$ cat src/rtl/adc_scan_pkg.sv
// Shared constants and types for the scan controller.
// Assumes: the trial window (SAMPLE_TICKS + ADC_BITS) fits inside CONV_TICKS.
package adc_scan_pkg;
    localparam int unsigned ADC_BITS     = 8;
    localparam int unsigned ADC_CHANNELS = 8;
    localparam int unsigned SAMPLE_TICKS = 51;
    localparam int unsigned CONV_TICKS   = 82;

    // Phase of one channel conversion, decoded from the tick counter.
    typedef enum logic [1:0] {
        PH_SAMPLE = 2'd0,
        PH_TRIAL  = 2'd1,
        PH_TAIL   = 2'd2
    } conv_phase_t;
endpackage

$ cat src/rtl/adc_tick_gen.sv
// Converter tick generator: a tick on every master clock or on every second one.
// Assumes: the halving select may change at any time; the phase is free-running.
module adc_tick_gen (
    input  logic clk,
    input  logic rst_n,
    input  logic half,
    output logic tick
);
    logic toggle;

    // Free-running divide-by-two phase.
    always_ff @(posedge clk) begin
        if (!rst_n) toggle <= 1'b0;
        else        toggle <= ~toggle;
    end

    // Select full-rate or halved tick.
    assign tick = half ? toggle : 1'b1;
endmodule

$ cat src/rtl/adc_sar_core.sv
// One channel conversion: a sample window, then MSB-first bit trials, then a tail
// that pads the conversion to a fixed tick count. conv_done pulses on the final tick.
// Assumes: abort has priority over launch; restart is sampled on the final tick.
module adc_sar_core
    import adc_scan_pkg::*;
#(
    parameter int BITS   = ADC_BITS,
    parameter int SAMPLE = SAMPLE_TICKS,
    parameter int TOTAL  = CONV_TICKS
) (
    input  logic            clk,
    input  logic            rst_n,
    input  logic            tick,
    input  logic            launch,
    input  logic            abort,
    input  logic            restart,
    input  logic            cmp_in,
    output logic            busy,
    output logic            sample_en,
    output logic            conv_done,
    output logic [BITS-1:0] code
);
    localparam int CW        = $clog2(TOTAL);
    localparam int TRIAL_END = SAMPLE + BITS - 1;

    logic [CW-1:0]   cnt;
    logic [BITS-1:0] approx, approx_nxt;
    conv_phase_t     phase;
    int              trial_idx;

    // Decode the conversion phase from the tick counter.
    always_comb begin
        if (int'(cnt) < SAMPLE)          phase = PH_SAMPLE;
        else if (int'(cnt) <= TRIAL_END) phase = PH_TRIAL;
        else                             phase = PH_TAIL;
    end

    assign trial_idx = BITS - 1 - (int'(cnt) - SAMPLE);

    // Next approximation: seed the MSB trial, then keep or drop each bit and try the next.
    always_comb begin
        approx_nxt = approx;
        if (int'(cnt) == SAMPLE - 1) begin
            approx_nxt = '0;
            approx_nxt[BITS-1] = 1'b1;
        end else if (phase == PH_TRIAL) begin
            for (int b = 0; b < BITS; b++) begin
                if (b == trial_idx && !cmp_in) approx_nxt[b] = 1'b0;
            end
            for (int b = 1; b < BITS; b++) begin
                if (b == trial_idx) approx_nxt[b-1] = 1'b1;
            end
        end
    end

    assign conv_done = busy && tick && !abort && (cnt == CW'(TOTAL - 1));
    assign sample_en = busy && (phase == PH_SAMPLE);
    assign code      = approx;

    // Tick counter, busy flag and approximation register.
    always_ff @(posedge clk) begin
        if (!rst_n || abort) begin
            busy   <= 1'b0;
            cnt    <= '0;
            approx <= '0;
        end else if (launch) begin
            busy   <= 1'b1;
            cnt    <= '0;
            approx <= '0;
        end else if (busy && tick) begin
            if (cnt == CW'(TOTAL - 1)) begin
                cnt    <= '0;
                approx <= '0;
                busy   <= restart;
            end else begin
                cnt    <= cnt + 1'b1;
                approx <= approx_nxt;
            end
        end
    end
endmodule

$ cat src/rtl/adc_result_bank.sv
// Per-channel result registers, flattened onto one output vector.
// Assumes: at most one write per cycle, addressed by wr_ch.
module adc_result_bank
    import adc_scan_pkg::*;
#(
    parameter int BITS     = ADC_BITS,
    parameter int CHANNELS = ADC_CHANNELS,
    localparam int CHW     = $clog2(CHANNELS)
) (
    input  logic                     clk,
    input  logic                     rst_n,
    input  logic                     wr_en,
    input  logic [CHW-1:0]           wr_ch,
    input  logic [BITS-1:0]          wr_data,
    output logic [CHANNELS*BITS-1:0] results
);
    for (genvar g = 0; g < CHANNELS; g++) begin : g_reg
        // Store the finished code of channel g.
        always_ff @(posedge clk) begin
            if (!rst_n)
                results[g*BITS +: BITS] <= '0;
            else if (wr_en && wr_ch == CHW'(g))
                results[g*BITS +: BITS] <= wr_data;
        end
    end
endmodule

$ cat src/rtl/adc_scan_ctrl.sv
// Scan controller top: launches on a rising start, walks channels 0..last,
// stores each code in its channel's register and raises a maskable group-end request.
// Assumes: cmp_in settles within one master clock of a dac_code change.
module adc_scan_ctrl
    import adc_scan_pkg::*;
#(
    parameter int BITS     = ADC_BITS,
    parameter int CHANNELS = ADC_CHANNELS,
    parameter int SAMPLE   = SAMPLE_TICKS,
    parameter int TOTAL    = CONV_TICKS,
    localparam int CHW     = $clog2(CHANNELS)
) (
    input  logic                     clk,
    input  logic                     rst_n,
    input  logic                     cfg_start,
    input  logic                     cfg_continuous,
    input  logic                     cfg_power_down,
    input  logic                     cfg_clk_half,
    input  logic [CHW-1:0]           cfg_last_ch,
    input  logic                     irq_en,
    input  logic                     irq_clear,
    input  logic                     cmp_in,
    output logic                     sample_en,
    output logic [BITS-1:0]          dac_code,
    output logic [CHW-1:0]           mux_sel,
    output logic                     conv_busy,
    output logic [CHANNELS*BITS-1:0] result_flat,
    output logic                     irq
);
    logic           tick, start_q, launch, abort, restart, conv_done, group_end;
    logic [CHW-1:0] ch;

    adc_tick_gen u_tick (
        .clk   (clk),
        .rst_n (rst_n),
        .half  (cfg_clk_half),
        .tick  (tick)
    );

    assign launch    = cfg_start && !start_q && !cfg_power_down && !conv_busy;
    assign abort     = conv_busy && (!cfg_start || cfg_power_down);
    assign group_end = (ch >= cfg_last_ch);
    assign restart   = cfg_continuous || !group_end;

    adc_sar_core #(.BITS(BITS), .SAMPLE(SAMPLE), .TOTAL(TOTAL)) u_core (
        .clk       (clk),
        .rst_n     (rst_n),
        .tick      (tick),
        .launch    (launch),
        .abort     (abort),
        .restart   (restart),
        .cmp_in    (cmp_in),
        .busy      (conv_busy),
        .sample_en (sample_en),
        .conv_done (conv_done),
        .code      (dac_code)
    );

    adc_result_bank #(.BITS(BITS), .CHANNELS(CHANNELS)) u_bank (
        .clk     (clk),
        .rst_n   (rst_n),
        .wr_en   (conv_done),
        .wr_ch   (ch),
        .wr_data (dac_code),
        .results (result_flat)
    );

    // Remember start for rising-edge detection.
    always_ff @(posedge clk) begin
        if (!rst_n) start_q <= 1'b0;
        else        start_q <= cfg_start;
    end

    // Channel pointer: reset on launch, advance or wrap on each finished channel.
    always_ff @(posedge clk) begin
        if (!rst_n || launch)  ch <= '0;
        else if (conv_done)    ch <= group_end ? '0 : ch + 1'b1;
    end

    // Pending request: masked away, set at group end, cleared by write-one.
    always_ff @(posedge clk) begin
        if (!rst_n || !irq_en)         irq <= 1'b0;
        else if (conv_done && group_end) irq <= 1'b1;
        else if (irq_clear)            irq <= 1'b0;
    end

    assign mux_sel = conv_busy ? ch : '0;
endmodule

$ cat config.mk
export PLATFORM = sky130hd
export DESIGN_NAME = adc_scan_ctrl
export DESIGN_NICKNAME = d
export VERILOG_FILES = /design/src/rtl/adc_scan_pkg.sv /design/src/rtl/adc_tick_gen.sv /design/src/rtl/adc_sar_core.sv /design/src/rtl/adc_result_bank.sv /design/src/rtl/adc_scan_ctrl.sv
export SDC_FILE = /design/constraint.sdc
export NUM_CORES = 1
export LEC_CHECK = 0
export BUFFER_PORTS_ARGS = -buffer_cell sky130_fd_sc_hd__buf_2
export CAP_MARGIN = 20
export CORE_UTILIZATION = 25
export CTS_BUF_LIST = sky130_fd_sc_hd__clkbuf_16
export DETAILED_ROUTE_END_ITERATION = 10
export PLACE_DENSITY = 0.4
export SLEW_MARGIN = 20
export SYNTH_ARGS = -nofsm -noshare
export SYNTH_HDL_FRONTEND = slang
export SYNTH_SLANG_ARGS = --single-unit
$ cat constraint.sdc
create_clock -name clk -period 8.35 [get_ports clk]
set_input_delay 0.4175 -clock clk [delete_from_list [all_inputs] [get_ports clk]]
set_output_delay 0.4175 -clock clk [all_outputs]
set_load 0.01 [all_outputs]
==> impl_results.rst, run 1 <==
.. list-table::
   :header-rows: 1

   * - Metric
     - Value
   * - Status
     - finished, final reports clean
   * - Final critical path time including I/O delays and setup
     - 3.83 ns
   * - Post-CTS Setup Repair Bufs
     - 0
   * - First-pass GRT wire length
     - 17,700 µm
   * - Worst setup slack before clock tree synthesis
     - 4.53 ns
   * - Final nets
     - 547
   * - Nature of the critical path startpoint
     - flop
   * - Slowest cell on crit path
     - sky130_fd_sc_hd__dfxtp_1
   * - Clock buffer depth
     - 2
   * - Total iterations of the first detailed-routing run
     - 4
   * - Starting DRT DRC Count
     - 137
   * - CP max stage delay
     - 0.55 ns
   * - Std-Cell Core Area
     - 0.0161 mm²
   * - Power Density
     - 160 mW/mm²
   * - List of cells traversed by the critical path
     - ha_1 -> o311ai_1 -> xnor2_1 -> nand3_1 -> ha_1 -> or4b_4 -> nor4_4 -> and2b_1 -> nand2_1 -> or4_1 -> nand3_1
   * - Setup_tns
     - 0 ns
   * - Routed wire per std cell
     - 15.7 µm
   * - Hold Crit Start
     - irq_en
   * - Final setup violation count
     - 0
   * - Slew headroom
     - 58.5%
   * - Fin. max-slew vios
     - 0
   * - Dominant combinational cell family by area after synthesis
     - simple AND/OR/NAND/NOR gates
   * - Mux share of post-synthesis cell area
     - 12.0%
   * - Post-synthesis xor/xnor area fraction
     - 2.08%
   * - Number of clock sinks
     - 86
   * - Port Buffer Count
     - 89
   * - Leakage power
     - 0.00218 µW
   * - Required time worst endpoint
     - 8.64 ns
   * - Final worst setup slack
     - 4.52 ns
   * - Floorplan die height
     - 131 µm
   * - Die span in x
     - 131 µm
   * - Tightest Pin Transition
     - 0.621 ns
   * - Data arrival time at the worst-slack endpoint
     - 4.12 ns
   * - Worst reg2reg setup slack
     - 4.52 ns
   * - Setup crit end kind
     - flop
   * - R2r worst-path depth
     - 11
   * - Worst Hold Path EP
     - irq
   * - TritonCTS clock tree
     - yes
   * - Starting density of the core
     - 25.9%
   * - Synth Cell Area
     - 0.00416 mm²
   * - Maximum number of pins on one net before global-route repair
     - 72
   * - ANT nets after route
     - 0
   * - Clock latency of the later-clocked register in the worst-skew pair
     - 0.35 ns
   * - Hold slack final
     - 0.299 ns
   * - Most common cell after layout, fill and taps aside
     - sky130_fd_sc_hd__buf_2
   * - Total congestion overflow after global routing
     - 0
   * - Register bit count reported by yosys
     - 86
   * - Hold Buf Count CTS
     - 0
   * - Clock skew
     - 0.00618 ns
   * - Share of flip-flops with an asynchronous set or reset after synthesis
     - 0%
   * - Number of enable flip-flop cells after synthesis
     - 0
   * - Total via count in the routed design
     - 3,293
   * - Remaining routing DRC violations
     - 0
   * - Max rail drop VDD
     - 0.0951 mV
   * - Overall die area
     - 0.0172 mm²
   * - Ports placed on the boundary
     - 90
   * - Top_reg_cell synth
     - sky130_fd_sc_hd__dfxtp_1
   * - Vias per cell
     - 4.49
   * - Clock Tree Root
     - sky130_fd_sc_hd__clkbuf_16
   * - Final worst-path cycle share
     - 45.8%
   * - RD Place Congestion
     - 0.755
   * - Clock buffers created by TritonCTS
     - 9
   * - Commonest cells after routing, fill and taps aside
     - sky130_fd_sc_hd__buf_2 (89), sky130_fd_sc_hd__dfxtp_1 (86), sky130_fd_sc_hd__nor2b_1 (52)
   * - Post-Syn Nets
     - 472
   * - GRT Util Overall
     - 14.1%
   * - Worst hold stages
     - 2
   * - Unrepaired setup endpoints after global routing
     - false
   * - Count of warnings emitted by yosys
     - 0
   * - Site Rows
     - 46
   * - FMAX
     - 261 MHz
   * - Area fraction in and, or, nand and nor cells after synthesis
     - 23.7%
   * - Via count of the first global-routing pass
     - 3,066
   * - Core Util, Final
     - 31.3%
   * - Post-DP HPWL
     - 8190 µm
   * - Reg2reg end
     - u_core.code[7]
   * - Type of the worst setup path
     - flop to flop
   * - Share of the synthesized area in compound gates (AO/OA/AOI/OAI)
     - 9.87%
   * - Number of antenna diodes
     - 0
   * - Biggest fanout along the worst timing path
     - 10
   * - Max-Cap Viols
     - 0
   * - Post-Syn Instances
     - 438
   * - Number of antenna violations at the first check in global routing
     - 0
   * - Maximum level of the CTS H-tree
     - 3
   * - Layout cells sized above 1
     - 22.4%
   * - Resized cells post-CTS
     - 0
   * - Routed Wire Length
     - 11,500 µm
   * - Post-synthesis average cell area
     - 9.49 µm²
   * - Reg clk slew, reported paths
     - 0.06 ns
   * - Hold Vio Cnt, Final
     - 0
   * - Hold Crit Class
     - input pin to flop
   * - Distinct cell type count after synthesis
     - 53
   * - Reg2Reg Launch Point
     - u_core.cnt[0]
   * - Portion of the post-synthesis area used by sequential elements
     - 41.4%
   * - Synth Area in Adders
     - 6.62%
   * - Area growth from synthesis to final layout
     - 20.9%
==> per-stage QoR <==
stage / power, µW / cell area (µm²) / cells
2_1_floorplan: 436 / 4160 / 438
3_3_place_gp: 445 / 4760 / 718
3_5_place_dp: 445 / 4760 / 718
4_1_cts: 820 / 5020 / 733
5_1_grt: 841 / 5020 / 733
6_report: 802 / 5020 / 733
==> flip-flops by register name, summed over array words and instances, names as in the netlist <==
register        cells
u_core.cnt          7
u_core.code         8
u_core.busy         1
irq                 1
u_tick.toggle       1
start_q             1
u_bank.results     64
ch                  3
==> worst max path at each step <==
stage	startpoint	endpoint	slack, ns	cells after the start
global route	u_core.cnt[1]	u_core.code[7]	4.21	11
global placement	u_core.cnt[0]	u_core.code[7]	4.71	11
floorplan	u_core.cnt[0]	u_core.code[7]	4.96	11
detailed placement	u_core.cnt[0]	u_core.code[7]	4.53	11
finish	u_core.cnt[0]	u_core.code[7]	4.52	11
CTS	u_core.cnt[1]	u_core.code[7]	4.53	11
==> critical path, delay by kind of cell, from the launching register on <==
family          cells  cell delay [ns]
compound gates      1             0.18
flops               1             0.55
simple gates        7             1.88
xor+xnor            1             0.52
fa+ha+maj           2             0.65
==> cells by family (layout without fill, tap and decap cells) <==
| logic type | count (synthesis) | count (layout) |
|---|---|---|
| adders and majority gates | 22 | 22 |
| DFF | 86 | 86 |
| AOI/OAI and AO/OA | 59 | 59 |
| and+or+nand+nor | 173 | 173 |
| buffers and inverters | 39 | 118 |
| xor gates and xnor gates | 9 | 9 |
| muxes | 50 | 50 |
==> metal layers <==
layer | up-vias | GRT usage (%) | share of wire (%)
li1 | 1669 | - | -
met1 | 1544 | 18.0 | 47
met2 | 68 | 22.5 | 47
met3 | 12 | 4.72 | 4.2
met4 | 0 | 3.85 | 1.4
met5 | - | 0 | 0
==> area by class of cell <==
type | count | area (µm²)
clock buffers | 9 | 225
clock inverters | 6 | 38.8
fillers | 1691 | 11000
inverters | 11 | 41.3
multi-input cells | 313 | 2260
flip-flops and latches | 86 | 1720
well taps | 216 | 270
repair buffers | 92 | 468
==> synth_stat cells (3+ instances only) <==
library cell / n / area share (%)
sky130_fd_sc_hd__a21boi_0: 16 / 2.9
sky130_fd_sc_hd__a21oi_1: 8 / 0.96
sky130_fd_sc_hd__and2_1: 6 / 0.90
sky130_fd_sc_hd__and3_1: 5 / 0.75
sky130_fd_sc_hd__buf_4: 5 / 0.90
sky130_fd_sc_hd__clkbuf_1: 18 / 1.6
sky130_fd_sc_hd__dfxtp_1: 86 / 41
sky130_fd_sc_hd__ha_1: 22 / 6.6
sky130_fd_sc_hd__inv_1: 11 / 0.99
sky130_fd_sc_hd__mux2i_1: 50 / 12
sky130_fd_sc_hd__nand2_1: 36 / 3.3
sky130_fd_sc_hd__nand2b_1: 3 / 0.45
sky130_fd_sc_hd__nand3_1: 28 / 3.4
sky130_fd_sc_hd__nand3_2: 3 / 0.72
sky130_fd_sc_hd__nand4_1: 7 / 1.1
sky130_fd_sc_hd__nor2_1: 9 / 0.81
sky130_fd_sc_hd__nor2b_1: 52 / 7.8
sky130_fd_sc_hd__nor3_1: 4 / 0.48
sky130_fd_sc_hd__o211ai_1: 6 / 1.1
sky130_fd_sc_hd__o21ai_0: 7 / 0.84
sky130_fd_sc_hd__o31ai_1: 4 / 0.72
sky130_fd_sc_hd__or3_1: 5 / 0.75
sky130_fd_sc_hd__xnor2_1: 6 / 1.3
==> where the power goes <==
| part | switching (µW) | internal [µW] |
|---|---|---|
| clock | 167 | 199 |
| combinational | 13.6 | 10.0 |
| sequential | 1.35 | 411 |
| total | 182 | 620 |
Note: power is estimated with default switching activity, not from simulation.
==> inputs of run 2 (changes only) <==
--- a/config.mk
+++ b/config.mk
@@ -10,7 +10,7 @@
 export CORE_UTILIZATION = 25
 export CTS_BUF_LIST = sky130_fd_sc_hd__clkbuf_16
 export DETAILED_ROUTE_END_ITERATION = 10
-export PLACE_DENSITY = 0.4
+export PLACE_DENSITY = 0.41
 export SLEW_MARGIN = 20
 export SYNTH_ARGS = -nofsm -noshare
 export SYNTH_HDL_FRONTEND = slang
==> constraint.sdc (replaced) <==
create_clock -name clk -period 3.1 [get_ports clk]
set_input_delay 0.155 -clock clk [delete_from_list [all_inputs] [get_ports clk]]
set_output_delay 0.155 -clock clk [all_outputs]
set_load 0.01 [all_outputs]
==> run 2 against run 1 <==
The run now ends with setup timing left. Routed wire length up 4.3%. Critical path depth up 1. Cell area up 5.8%. Combinational power rose to 2.9 times the previous value. Non-clock buffer count up 25. Cell count up 3.5%. Global-route usage up 0.46 points. Die area unchanged. Maximum frequency up 23%. Sequential power rose to 2.7 times the previous value.
==> impl_results.rst, run 2 (synthesis results as in run 1) <==
.. list-table::
   :header-rows: 1

   * - Metric
     - Value
   * - Maximum number of pins on one net before global-route repair
     - 71 (-1.4%)
   * - Worst hold stages
     - 2 (unchanged)
   * - Remaining routing DRC violations
     - 0 (unchanged)
   * - Clock skew
     - 0.00900 ns (+0.00283 ns)
   * - Commonest cells after routing, fill and taps aside
     - sky130_fd_sc_hd__buf_2 (89), sky130_fd_sc_hd__dfxtp_1 (81), sky130_fd_sc_hd__nor2b_1 (52)
   * - Total iterations of the first detailed-routing run
     - 4 (unchanged)
   * - Setup crit end kind
     - flop
   * - TritonCTS clock tree
     - yes
   * - Area growth from synthesis to final layout
     - 27.8%
   * - Failing checks
     - setup timing
   * - Post-route cell area
     - 0.00531 mm² (+5.8%)
   * - Total via count in the routed design
     - 3,386 (+2.8%)
   * - Clock Tree Root
     - sky130_fd_sc_hd__clkbuf_16
   * - Nature of the critical path startpoint
     - flop
   * - Starting density of the core
     - 25.9% (unchanged)
   * - Power Density
     - 409 mW/mm² (+160%)
   * - FMAX
     - 322 MHz (+23%)
   * - Total congestion overflow after global routing
     - 0 (unchanged)
   * - Via count of the first global-routing pass
     - 3,217 (+4.9%)
   * - Final worst setup slack
     - -0.00569 ns (-4.53 ns)
   * - Tightest Pin Transition
     - 0.707 ns (+0.0856 ns)
   * - Final worst-path cycle share
     - 100% (+54 points)
   * - Maximum level of the CTS H-tree
     - 3 (unchanged)
   * - Status
     - complete, but fails checks
   * - Vias per cell
     - 4.46 (-0.70%)
   * - Data arrival time at the worst-slack endpoint
     - 3.39 ns (-0.73 ns)
   * - Flip-flop count of the largest register after layout
     - 64 (unchanged)
   * - Core Util, Final
     - 33.1% (+1.8 points)
   * - Reg clk slew, reported paths
     - 0.06 ns (about the same)
   * - Final critical path time including I/O delays and setup
     - 3.11 ns (-0.722 ns)
   * - Most common cell after layout, fill and taps aside
     - sky130_fd_sc_hd__buf_2
   * - Routed Wire Length
     - 12,000 µm (+4.3%)
   * - Type of the worst setup path
     - flop to flop
   * - Total placed instance area
     - 0.00494 mm² (+3.8%)
   * - Post-DP HPWL
     - 8510 µm (+3.9%)
   * - Clock buffers created by TritonCTS
     - 9 (unchanged)
   * - Die span in x
     - 131 µm (unchanged)
   * - Routed length on met3
     - 311 µm (-35%)
   * - Required time worst endpoint
     - 3.38 ns (-5.26 ns)
   * - Final nets
     - 572 (+4.6%)
   * - Fin. max-slew vios
     - 0 (unchanged)
   * - Starting DRT DRC Count
     - 171 (+25%)
   * - Clock latency of the later-clocked register in the worst-skew pair
     - 0.35 ns (about the same)
   * - Worst setup slack before clock tree synthesis
     - -0.0500 ns (-4.58 ns)
   * - Max rail drop VDD
     - 0.252 mV (+160%)
   * - Hold Crit Class
     - input pin to flop
   * - Hold slack final
     - 0.0607 ns (-0.239 ns)
   * - Floorplan die height
     - 131 µm (unchanged)
   * - First-pass GRT wire length
     - 18,300 µm (+3.6%)
   * - Total met2 wirelength after detailed routing
     - 5870 µm (+7.3%)
   * - Routed wire per std cell
     - 15.8 µm (+0.69%)
   * - Slew headroom
     - 52.9% (-5.6 points)
   * - Clock buffer depth
     - 2 (unchanged)
   * - Std-Cell Core Area
     - 0.0161 mm² (unchanged)
   * - ANT nets after route
     - 0 (unchanged)
   * - Number of clock sinks
     - 86 (unchanged)
   * - RD Place Congestion
     - 0.784 (+3.9%)
   * - Site Rows
     - 46 (unchanged)
   * - Ports placed on the boundary
     - 90 (unchanged)
   * - Final setup violation count
     - 1 (+1)
   * - Overall die area
     - 0.0172 mm² (unchanged)
   * - Hold Vio Cnt, Final
     - 0 (unchanged)
   * - Number of antenna violations at the first check in global routing
     - 0 (unchanged)
   * - Port Buffer Count
     - 89 (unchanged)
   * - Unrepaired setup endpoints after global routing
     - true
   * - Max-Cap Viols
     - 0 (unchanged)
   * - Met1 wire length
     - 5650 µm (+4.3%)
   * - Layout cells sized above 1
     - 29.3% (+6.8 points)
   * - Most flop-heavy register
     - u_bank.results
   * - Setup_tns
     - -0.00569 ns (-0.00569 ns)
   * - Leakage power
     - 0.00230 µW (+5.8%)
   * - R2r worst-path depth
     - 12 (+1)
   * - Number of antenna diodes
     - 0 (unchanged)
   * - DR top layer
     - met4
   * - Biggest fanout along the worst timing path
     - 5 (-5)
   * - GRT Util Overall
     - 14.5% (+0.46 points)
==> run 2: per-layer routing <==
layer  up-vias  GRT usage, %
met5         -             0
met4         0          5.88
met3        16          2.40
met2        58          24.4
met1      1588          18.5
li1       1724             -
==> run 2: through the flow <==
step / instances / total power, µW
3_3_place_gp: 738 / 1200
3_5_place_dp: 738 / 1200
4_1_cts: 754 / 2200
2_1_floorplan: 438 / 1180
6_report: 759 / 2170
5_1_grt: 759 / 2260
==> run 2: report_power, final <==
part	switching, µW	internal, µW
clock	458	536
sequential	2.89	1110
combinational	40.8	28.3
==> run 2: what timing repair did <==
item,in CTS,in global routing
hold buffers,0,0
resized for setup,2,16
pin swaps,0,3
buffers inserted,0,5
cloned,0,0
setup endpoints to repair,2,8
==> run 2: worst paths after layout <==
kind                     to  slack, ns           from
max reg2reg  u_core.code[7]     -0.006  u_core.cnt[0]
min                     irq       0.06         irq_en
max          u_core.code[7]     -0.006  u_core.cnt[0]
min reg2reg   u_tick.toggle       0.45  u_tick.toggle
==> run 2: area by class of cell <==
class / instances / area (µm²)
Inverter: 11 / 41.3
Clock buffer: 9 / 225
Fill cell: 1698 / 10700
Timing Repair Buffer: 117 / 659
Multi-Input combinational cell: 313 / 2350
Sequential cell: 86 / 1730
Tap cell: 216 / 270
Clock inverter: 7 / 40.0
==> run 2: worst max-delay path, stage by stage, from the launching register on <==
cell and delay, ns:
sky130_fd_sc_hd__dfxtp_4 0.35, sky130_fd_sc_hd__ha_4 0.18, sky130_fd_sc_hd__or3_1 0.30, sky130_fd_sc_hd__a211o_1 0.31, sky130_fd_sc_hd__nand2_2 0.10, sky130_fd_sc_hd__nand3_2 0.07
sky130_fd_sc_hd__ha_1 0.27, sky130_fd_sc_hd__or4b_4 0.47, sky130_fd_sc_hd__nor4_4 0.18, sky130_fd_sc_hd__and2b_1 0.20, sky130_fd_sc_hd__nand2_1 0.07, sky130_fd_sc_hd__or4_1 0.46
sky130_fd_sc_hd__nand3_1 0.09
==> inputs of run 3 (changes only) <==
--- a/config.mk
+++ b/config.mk
@@ -7,10 +7,13 @@
 export LEC_CHECK = 0
 export BUFFER_PORTS_ARGS = -buffer_cell sky130_fd_sc_hd__buf_2
 export CAP_MARGIN = 20
+export CELL_PAD_IN_SITES_DETAIL_PLACEMENT = 1
+export CELL_PAD_IN_SITES_GLOBAL_PLACEMENT = 2
 export CORE_UTILIZATION = 25
 export CTS_BUF_LIST = sky130_fd_sc_hd__clkbuf_16
 export DETAILED_ROUTE_END_ITERATION = 10
-export PLACE_DENSITY = 0.41
+export PLACE_DENSITY = 0.62
+export SKIP_LAST_GASP = 1
 export SLEW_MARGIN = 20
 export SYNTH_ARGS = -nofsm -noshare
 export SYNTH_HDL_FRONTEND = slang
==> run 3 against run 2 <==
The run still ends with setup timing left. Cell area is 0.19% higher. Via count is 4.1% higher. Setup slack worse by 0.066 ns. Register-to-register slack worse by 0.07 ns. Power is 0.87% higher. Sequential share of layout area is 0.085 points lower. Utilization is 0.062 points higher. Critical path depth stayed put. Hold slack worse by 0.020 ns.
==> impl_results.rst, run 3 (synthesis results as in run 1) <==
.. list-table::
   :header-rows: 1

   * - Metric
     - Value
   * - Area growth from synthesis to final layout
     - 28.0%
   * - Clock Tree Root
     - sky130_fd_sc_hd__clkbuf_16
   * - ANT nets after route
     - 0 (unchanged)
   * - Unrepaired setup endpoints after global routing
     - true
   * - Floorplan die height
     - 131 µm (unchanged)
   * - Hold Buf Count CTS
     - 0 (unchanged)
   * - Clock skew
     - 0.0114 ns (+0.00244 ns)
   * - Core Util, Final
     - 33.2% (+0.062 points)
   * - Reg clk slew, reported paths
     - 0.07 ns (about the same)
   * - Maximum level of the CTS H-tree
     - 3 (unchanged)
   * - Count of buffering cells on the critical path with inverters included
     - 0 (unchanged)
   * - Most flop-heavy register
     - u_bank.results
   * - Number of antenna violations at the first check in global routing
     - 0 (unchanged)
   * - Type of the worst setup path
     - flop to flop
   * - Worst setup slack before clock tree synthesis
     - -0.0297 ns (+0.0203 ns)
   * - Die span in x
     - 131 µm (unchanged)
   * - Via count of the first global-routing pass
     - 3,640 (+13%)
   * - CP max stage delay
     - 0.46 ns (about the same)
   * - Non-filler instance count after layout
     - 759 (unchanged)
   * - Hold Crit Class
     - input pin to flop
   * - Number of clock sinks
     - 86 (unchanged)
   * - Total number of cells along the worst setup path
     - 12 (unchanged)
   * - RD Place Congestion
     - 0.786 (+0.15%)
   * - Nature of the critical path startpoint
     - flop
   * - Status
     - complete, but fails checks
   * - Final critical path time including I/O delays and setup
     - 3.17 ns (+0.0659 ns)
   * - Hold Vio Cnt, Final
     - 0 (unchanged)
   * - Setup crit end kind
     - flop
   * - Clock buffer depth
     - 2 (unchanged)
   * - Cell total after placement
     - 737 (-0.14%)
   * - Clock buffers created by TritonCTS
     - 9 (unchanged)
   * - Layout cells sized above 1
     - 28.9% (-0.37 points)
   * - Commonest cells after routing, fill and taps aside
     - sky130_fd_sc_hd__buf_2 (89), sky130_fd_sc_hd__dfxtp_1 (82), sky130_fd_sc_hd__nor2b_1 (52)
   * - Required time worst endpoint
     - 3.38 ns (about the same)
   * - Biggest fanout along the worst timing path
     - 5 (unchanged)
   * - Critical Path Start
     - u_core.cnt[0]
   * - First-pass GRT wire length
     - 20,000 µm (+9.0%)
   * - Std-Cell Core Area
     - 0.0161 mm² (unchanged)
   * - Total iterations of the first detailed-routing run
     - 4 (unchanged)
   * - Largest delay contributor family on the critical path
     - simple AND/OR/NAND/NOR gates
   * - Routed wire per std cell
     - 16.8 µm (+5.7%)
   * - Slew headroom
     - 47.2% (-5.7 points)
   * - Power spent charging and discharging nets
     - 511 µW (+1.8%)
   * - Worst hold stages
     - 2 (unchanged)
   * - Maximum number of pins on one net before global-route repair
     - 71 (unchanged)
   * - GRT Util Overall
     - 15.6% (+1.1 points)
   * - Post-DP HPWL
     - 9150 µm (+7.5%)
   * - Failing checks
     - setup timing
   * - FMAX
     - 315 MHz (-2.1%)
   * - Fin. max-slew vios
     - 0 (unchanged)
   * - Combinational share of power
     - 3.2% (about the same)
   * - Hold Crit Start
     - cfg_start
   * - Post-layout total power
     - 2190 µW (+0.87%)
   * - Final worst-path cycle share
     - 102% (+2.1 points)
   * - Max rail drop VDD
     - 0.248 mV (-1.4%)
   * - Fraction of power spent switching nets
     - 23.3% (+0.21 points)
   * - Internal power consumption
     - 1680 µW (+0.59%)
   * - Total via count in the routed design
     - 3,525 (+4.1%)
   * - Vias per cell
     - 4.64 (+4.1%)
   * - Power Density
     - 412 mW/mm² (+0.68%)
   * - Max-Cap Viols
     - 0 (unchanged)
   * - Cell mode on critical path
     - sky130_fd_sc_hd__nand2_2
   * - Port Buffer Count
     - 89 (unchanged)
   * - Reg2Reg Launch Point
     - u_core.cnt[0]
   * - Most common cell after layout, fill and taps aside
     - sky130_fd_sc_hd__buf_2
   * - Data arrival time at the worst-slack endpoint
     - 3.45 ns (+0.06 ns)
   * - Part of the total power dissipated in the clock network
     - 46.2% (+0.4 points)
   * - Overall die area
     - 0.0172 mm² (unchanged)
   * - TritonCTS clock tree
     - yes
   * - Clock latency of the later-clocked register in the worst-skew pair
     - 0.35 ns (about the same)
   * - R2r worst-path depth
     - 12 (unchanged)
   * - Total congestion overflow after global routing
     - 0 (unchanged)
   * - Starting density of the core
     - 25.9% (unchanged)
   * - Sequential share of power
     - 50.6% (-0.5 points)
   * - Slowest cell on crit path
     - sky130_fd_sc_hd__or4b_4
   * - Leakage power
     - 0.00232 µW (+0.53%)
   * - Number of antenna diodes
     - 0 (unchanged)
   * - Starting DRT DRC Count
     - 118 (-31%)
   * - Tightest Pin Transition
     - 0.792 ns (+0.0855 ns)
   * - List of cells traversed by the critical path
     - ha_4 -> or3_1 -> a211o_1 -> nand2_2 -> nand3_2 -> ha_1 -> or4b_4 -> nor4_4 -> and2b_1 -> nand2_2 -> or4_1 -> nand3_1
   * - Ports placed on the boundary
     - 90 (unchanged)
   * - Final nets
     - 572 (unchanged)
   * - Site Rows
     - 46 (unchanged)
   * - Final setup violation count
     - 8 (+7)
   * - Routed Wire Length
     - 12,700 µm (+5.7%)
   * - Flip-flop count of the largest register after layout
     - 64 (unchanged)
   * - Final worst setup slack
     - -0.0716 ns (-0.0659 ns)
   * - Remaining routing DRC violations
     - 0 (unchanged)
==> run 3: area by class of cell <==
cell class	count	area [µm²]
sequential	86	1730
timing repair buffer	117	656
inverter	11	41.3
tap	216	270
fill	1857	10700
multi-input combinational	313	2350
clock buffer	9	225
clock inverter	7	47.5
==> run 3: power groups by stage <==
stage | sequential [µW] | clock (µW) | combinational [µW]
final | 1110 | 1010 | 70.1
after global routing | 1110 | 1090 | 78.4
after CTS | 1110 | 1050 | 69.5
after detailed placement | 1130 | 0 | 68.2
after global placement | 1130 | 0 | 67.1
after floorplan | 1130 | 0 | 41.1
==> run 3: repair_timing <==
action	in CTS	in global routing
buffers inserted	2	5
endpoints found under the setup margin	2	8
pin swaps	1	15
resized for setup	2	15
==> run 3: routing by layer <==
layer,GRT usage (%),wire [µm],up-vias,part of all wire (%)
li1,-,-,1724,-
met4,6.29,229,0,1.8
met1,18.9,5730,1719,45
met5,0,0,-,0
met2,27.0,6290,66,49
met3,3.18,467,16,3.7
==> run 3: worst paths after layout <==
check	to	slack, ns
hold reg to reg	u_tick.toggle	0.45
setup / recovery	u_core.code[7]	-0.07
setup reg to reg	u_core.code[7]	-0.07
hold / removal	start_q	0.04
==> run 3: stage by stage <==
step | cell area (µm²) | TNS [ns] | hold WS (ns)
global route | 5320 | -1.39 | 0.0272
detailed placement | 4940 | -0.0364 | 0.398
CTS | 5230 | -0.0373 | 0.0309
global placement | 4940 | 0 | 0.381
finish | 5320 | -0.224 | 0.0405
floorplan | 4190 | -0.0312 | 0.277
